### config.mk
export PLATFORM = sky130hd
export DESIGN_NAME = trap_csr_unit
export DESIGN_NICKNAME = d
export VERILOG_FILES = /design/src/rtl/trap_csr_pkg.sv /design/src/rtl/tcu_csr_alu.sv /design/src/rtl/tcu_stack_shift.sv /design/src/rtl/tcu_vector_gen.sv /design/src/rtl/trap_csr_unit.sv
export SDC_FILE = /design/constraint.sdc
export NUM_CORES = 1
export LEC_CHECK = 0
export BUFFER_PORTS_ARGS = -buffer_cell sky130_fd_sc_hd__buf_4
export CORE_UTILIZATION = 38
export CTS_CLUSTER_SIZE = 40
export DETAILED_ROUTE_END_ITERATION = 8
export SLEW_MARGIN = 10
export SYNTH_ARGS = -nofsm -noshare
export SYNTH_HDL_FRONTEND = slang
export SYNTH_SLANG_ARGS = --single-unit
export TNS_END_PERCENT = 5
### constraint.sdc
create_clock -name clk -period 3.3 [get_ports clk]
set_clock_uncertainty 0.1 [all_clocks]
set_input_delay 0.165 -clock clk [delete_from_list [all_inputs] [get_ports clk]]
set_output_delay 0.165 -clock clk [all_outputs]
set_load 0.02 [all_outputs]
### src/rtl/trap_csr_pkg.sv
package trap_csr_pkg;

    typedef enum logic [1:0] {
        CSR_SEL_EPC     = 2'd0,
        CSR_SEL_CAUSE   = 2'd1,
        CSR_SEL_SCRATCH = 2'd2,
        CSR_SEL_STATUS  = 2'd3
    } csr_sel_e;

    typedef enum logic [1:0] {
        CSR_OP_READ  = 2'd0,
        CSR_OP_SWAP  = 2'd1,
        CSR_OP_SET   = 2'd2,
        CSR_OP_CLEAR = 2'd3
    } csr_op_e;

    localparam int          ENTRY_W  = 3;
    localparam int          PRV_W    = 2;
    localparam logic [1:0]  PRV_USER = 2'd0;
    localparam logic [1:0]  PRV_MACH = 2'd3;

endpackage

### src/rtl/tcu_csr_alu.sv
module tcu_csr_alu
    import trap_csr_pkg::*;
#(
    parameter int XLEN = 32
) (
    input  logic [1:0]      op,
    input  logic [XLEN-1:0] old_val,
    input  logic [XLEN-1:0] operand,
    output logic [XLEN-1:0] new_val,
    output logic            writes
);

    always_comb begin
        new_val = old_val;
        writes  = 1'b1;
        case (csr_op_e'(op))
            CSR_OP_READ:  writes  = 1'b0;
            CSR_OP_SWAP:  new_val = operand;
            CSR_OP_SET:   new_val = old_val | operand;
            CSR_OP_CLEAR: new_val = old_val & ~operand;
            default:      writes  = 1'b0;
        endcase
    end

endmodule

### src/rtl/tcu_stack_shift.sv
module tcu_stack_shift
    import trap_csr_pkg::*;
#(
    parameter int XLEN   = 32,
    parameter int LEVELS = 4
) (
    input  logic [XLEN-1:0] stat_in,
    input  logic            push,
    input  logic            pop,
    input  logic [1:0]      from_mode,
    output logic [XLEN-1:0] stat_out
);

    localparam int STK_W = LEVELS * ENTRY_W;

    logic [STK_W-1:0] pushed;
    logic [STK_W-1:0] popped;

    // Each level picks its neighbour below (push) or above (pop).
    for (genvar g = 0; g < LEVELS; g++) begin : g_level
        if (g == 0) begin : g_bottom_push
            assign pushed[g*ENTRY_W +: ENTRY_W] = {PRV_MACH, 1'b0};
        end else if (g == 1) begin : g_mode_push
            assign pushed[g*ENTRY_W +: ENTRY_W] = {from_mode, stat_in[0]};
        end else begin : g_shift_push
            assign pushed[g*ENTRY_W +: ENTRY_W] = stat_in[(g-1)*ENTRY_W +: ENTRY_W];
        end

        if (g == LEVELS - 1) begin : g_top_pop
            assign popped[g*ENTRY_W +: ENTRY_W] = {PRV_USER, 1'b1};
        end else begin : g_shift_pop
            assign popped[g*ENTRY_W +: ENTRY_W] = stat_in[(g+1)*ENTRY_W +: ENTRY_W];
        end
    end

    always_comb begin
        stat_out = stat_in;
        if (push) begin
            stat_out[STK_W-1:0] = pushed;
        end else if (pop) begin
            stat_out[STK_W-1:0] = popped;
        end
    end

endmodule

### src/rtl/tcu_vector_gen.sv
module tcu_vector_gen #(
    parameter int              XLEN       = 32,
    parameter logic [XLEN-1:0] VEC_BASE   = 32'h0000_0100,
    parameter logic [XLEN-1:0] VEC_STRIDE = 32'h0000_0040
) (
    input  logic [1:0]      mode,
    output logic [XLEN-1:0] entry_pc
);

    logic [XLEN-1:0] mode_ext;

    assign mode_ext = {{(XLEN-2){1'b0}}, mode};
    assign entry_pc = VEC_BASE + VEC_STRIDE * mode_ext;

endmodule

### src/rtl/trap_csr_unit.sv
module trap_csr_unit
    import trap_csr_pkg::*;
#(
    parameter int              XLEN       = 32,
    parameter int              LEVELS     = 4,
    parameter int              CAUSE_W    = 4,
    parameter logic [XLEN-1:0] VEC_BASE   = 32'h0000_0100,
    parameter logic [XLEN-1:0] VEC_STRIDE = 32'h0000_0040
) (
    input  logic               clk,
    input  logic               rst_n,
    input  logic               csr_en,
    input  logic [1:0]         csr_op,
    input  logic [1:0]         csr_sel,
    input  logic [XLEN-1:0]    csr_wdata,
    output logic [XLEN-1:0]    csr_rdata,
    input  logic               trap_valid,
    input  logic [CAUSE_W-1:0] trap_cause,
    input  logic [XLEN-1:0]    trap_pc,
    input  logic [1:0]         trap_mode,
    input  logic               eret_valid,
    output logic               redirect_valid,
    output logic [XLEN-1:0]    redirect_pc
);

    typedef struct packed {
        logic [XLEN-1:0] epc;
        logic [XLEN-1:0] cause;
        logic [XLEN-1:0] scratch;
        logic [XLEN-1:0] status;
        logic            redir_vld;
        logic [XLEN-1:0] redir_pc;
    } unit_state_t;

    function automatic logic [XLEN-1:0] status_at_reset();
        logic [XLEN-1:0] v;
        v = '0;
        for (int i = 0; i < LEVELS; i++) begin
            v[i*ENTRY_W +: ENTRY_W] = (i == 0) ? {PRV_MACH, 1'b0} : {PRV_USER, 1'b1};
        end
        return v;
    endfunction

    localparam logic [XLEN-1:0] STATUS_RST = status_at_reset();

    unit_state_t     st_d, st_q;
    logic [XLEN-1:0] sel_old;
    logic [XLEN-1:0] alu_val;
    logic            alu_writes;
    logic [XLEN-1:0] stack_next;
    logic [XLEN-1:0] vec_pc;
    logic            take_trap;
    logic            take_eret;

    assign take_trap = trap_valid;
    assign take_eret = eret_valid & ~trap_valid;

    always_comb begin
        case (csr_sel_e'(csr_sel))
            CSR_SEL_EPC:     sel_old = st_q.epc;
            CSR_SEL_CAUSE:   sel_old = st_q.cause;
            CSR_SEL_SCRATCH: sel_old = st_q.scratch;
            default:         sel_old = st_q.status;
        endcase
    end

    tcu_csr_alu #(.XLEN(XLEN)) i_alu (
        .op      (csr_op),
        .old_val (sel_old),
        .operand (csr_wdata),
        .new_val (alu_val),
        .writes  (alu_writes)
    );

    tcu_stack_shift #(.XLEN(XLEN), .LEVELS(LEVELS)) i_stack (
        .stat_in   (st_q.status),
        .push      (take_trap),
        .pop       (take_eret),
        .from_mode (trap_mode),
        .stat_out  (stack_next)
    );

    tcu_vector_gen #(
        .XLEN(XLEN), .VEC_BASE(VEC_BASE), .VEC_STRIDE(VEC_STRIDE)
    ) i_vec (
        .mode     (trap_mode),
        .entry_pc (vec_pc)
    );

    always_comb begin
        st_d           = st_q;
        st_d.redir_vld = 1'b0;

        // Instruction writes only when no trap or return claims the cycle.
        if (csr_en && alu_writes && !trap_valid && !eret_valid) begin
            case (csr_sel_e'(csr_sel))
                CSR_SEL_EPC:     st_d.epc     = alu_val;
                CSR_SEL_CAUSE:   st_d.cause   = alu_val;
                CSR_SEL_SCRATCH: st_d.scratch = alu_val;
                default:         st_d.status  = alu_val;
            endcase
        end

        if (take_trap) begin
            st_d.epc       = trap_pc;
            st_d.cause     = {{(XLEN-CAUSE_W){1'b0}}, trap_cause};
            st_d.status    = stack_next;
            st_d.redir_vld = 1'b1;
            st_d.redir_pc  = vec_pc;
        end else if (take_eret) begin
            st_d.status    = stack_next;
            st_d.redir_vld = 1'b1;
            st_d.redir_pc  = st_q.epc;
        end
    end

    always_ff @(posedge clk) begin
        if (!rst_n) begin
            st_q.epc       <= '0;
            st_q.cause     <= '0;
            st_q.scratch   <= '0;
            st_q.status    <= STATUS_RST;
            st_q.redir_vld <= 1'b0;
            st_q.redir_pc  <= '0;
        end else begin
            st_q <= st_d;
        end
    end

    assign csr_rdata      = csr_en ? sel_old : '0;
    assign redirect_valid = st_q.redir_vld;
    assign redirect_pc    = st_q.redir_pc;

endmodule

==> results.toml <==
[drt]
wl_per_cell_um = 18.8
route.vias.total = 6654
finalWirelength_um = 22700
firstDrtPassIters = 7
drt-initial-drc-count = 506
viasPerCell = 5.51
drc = 0
drtAntennaViolNets = 0

[timing]
timing.fmax_mhz = 418
max_slew_margin_pct = 38.3
rsz0062_at_grt = "false"
maxSlewViolCount = 0
fin_crit_sh_pct = 72.5
tightest_slew_ps = 925
finalHoldViolCount = 0
finalSetupTns_ps = 0
whs_ps = 30.8
period_minus_slack_ps = 2390
setup_viol = 0

[global_routing]
grt_usage_pct = 22.3
grt_pass1_vias = 6268
antenna_found_initial = 0
grt_start_max_net_pins = 58
grt_overflow_total = 0
grt_pass1_wl_um = 34900

[clock_network]
cts_buffer_depth = 2
cts_setup_buffers = 0
ctsHoldBuffers = 39
postCtsResizedCells = 0
htree_levels = 4
cts_tree = "yes"
clk_latency_ps = 430
clkTransAtPathRegs_ps = 60
clock_tree.root_cell = "clkbuf_16"
cts.sinks = 161
cts_buffers = 17

[synth]
ys_seq_area_share_pct = 41.7
avgSynthCellArea_um2 = 9.41
synth.area.top_cells = "dfxtp_1, mux4_2, a21oi_1, mux2i_1, o21ai_0"
syn_inst = 821
async_flop_share_pct = 0
ys_warn_count = 0
netlist-cell-type-count = 47
syn_area_um2 = 7730
synth_flop_cell = "dfxtp_1"
yosysTopAreaCell = "dfxtp_1"
syn_nets = 900
synth-edff-count = 0
synth_top_cell_area_share_pct = 41.7
yosys_register_bits = 161

[place]
place_area_um2 = 8690
place_hpwl_um = 14800
place.gp.congestion = 0.801
portBuffers = 143

[floorplanning]
core_region_area_um2 = 19700
die_h_um = 145
ios = 144
fp-row-count = 51
die_x_um = 145
die_area_um2 = 20900
start_util_pct = 39.2

[min_path]
hold_class = "input port to register"

[critical_path]
path_class = "input port to register"
r2r_setup_slack_ps = 1400
crit_path_start = "eret_valid"
endpoint_kind = "register"
required_ps = 3560
critPathCapture = "st_q[128]"
critPathLaunchType = "input port"
cp_max_fo = 45
r2r_end = "st_q[41]"
r2r_start = "st_q[41]"
cp.arrival_ps = 2650
r2r_cells = 4

[flow_run]
maxCapViolCount = 0

[pwr]
vdd_drop_max_uv = 361
p_per_area_nw_per_um2 = 505
power.leakage_nw = 3.94

[cells_and_area]
layout.nets = 1009
layout-drive-gt1-share_pct = 26.9
area_growth_pct = 26.2
n_antenna_cell = 0
design_area_um2 = 9750

[outcome]
status = "complete, no violations"
## report_power, final
group          switching [mW]  internal, mW
Clock                   0.802          1.44
Sequential             0.0444          2.00
Combinational           0.349         0.288
Total                    1.20          3.73
## critical path: stages
cell and delay (ps):
dlygate4sd3_1 540, buf_4 180, nor2_1 370, and4_2 850, buf_4 310, o21ai_0 100
a21oi_1 120
## cell type report
| class | count | area [µm²] |
|---|---|---|
| inverters | 7 | 26.3 |
| clock buffers | 18 | 439 |
| well taps | 265 | 332 |
| repair buffers | 201 | 1620 |
| fillers | 1832 | 9970 |
| flip-flops and latches | 161 | 3220 |
| multi-input cells | 542 | 3880 |
| clock inverters | 14 | 236 |
## routing by layer
metal	global-route usage (%)	wire length [µm]	vias to the layer above
li1	-	-	3239
met1	30.1	10600	3182
met2	35.4	10500	210
met3	4.54	1230	23
met4	7.15	386	0
met5	0	0	-
## logic make-up after synthesis
group                  synth area share [%]
XOR/XNOR                              0.227
buffers and inverters                  8.45
flip-flops                             41.7
multiplexers                           13.6
AND/OR/NAND/NOR                        8.68
AO/OA/AOI/OAI                          27.3
## worst min path at each step
stage                  startpoint        endpoint  slack [ps]  depth (start not counted)
finish              csr_wdata[29]       st_q[126]          30                          3
global route        csr_wdata[15]        st_q[80]          30                          3
CTS                 csr_wdata[28]       st_q[125]          20                          3
detailed placement   trap_mode[1]  redirect_pc[7]         320                          3
global placement     trap_mode[0]  redirect_pc[6]         320                          3
floorplan            trap_mode[0]  redirect_pc[6]         210                          2
## registers in the layout (all words and copies together), names as in the netlist
register,count
redirect_pc,32
redirect_valid,1
st_q,128
## through the flow
stage	setup slack [ps]	total power [mW]	instances	utilization [%]
after floorplan	1680	2.46	821	-
after global placement	897	2.68	1137	44.1
after detailed placement	806	2.69	1137	44.1
after CTS	957	4.95	1208	49.5
after global routing	724	5.10	1208	49.5
final	908	4.92	1208	49.5
## synth_stat cells (all sizes together), types with 2 or more instances
cell and number:
dfxtp 161, mux2i 32, a211oi 2, o31ai 6, nor2 65, clkbuf 43, a22oi 36, nor4 2
o211ai 2, o21ai 93, a2bb2oi 4, nand2 8, nand3 8, a41oi 2, o221ai 5, inv 7
nor3 3, a21oi 121, mux4 32, a211o 25, o22ai 32, and2 33, and3 3, xnor2 2
nand2b 4, buf 68, or2 5, o21a 9
## layout by cell type, fill, tap and decap left out, types with 2 or more instances in the layout
cell / n
o31ai_1: 6
mux2i_1: 32
clkbuf_16: 17
a2bb2oi_1: 4
and2_1: 33
a21oi_2: 20
dlygate4sd3_1: 39
mux4_2: 29
nand2_1: 8
mux4_1: 3
o21ai_0: 63
inv_1: 6
nand2b_1: 4
clkinv_2: 3
a22oi_1: 36
o21ai_1: 30
dfxtp_1: 161
bufinv_16: 6
o221ai_1: 5
a211o_1: 25
clkinvlp_4: 2
xnor2_1: 2
o211ai_1: 2
clkinv_4: 3
nand3_1: 7
a21oi_1: 100
or2_2: 4
nor3_1: 2
o21a_1: 9
buf_4: 161
a211oi_1: 2
nor2_1: 64
a41oi_1: 2
o22ai_1: 32
and3_1: 3
(Power assumes the default switching activity.)
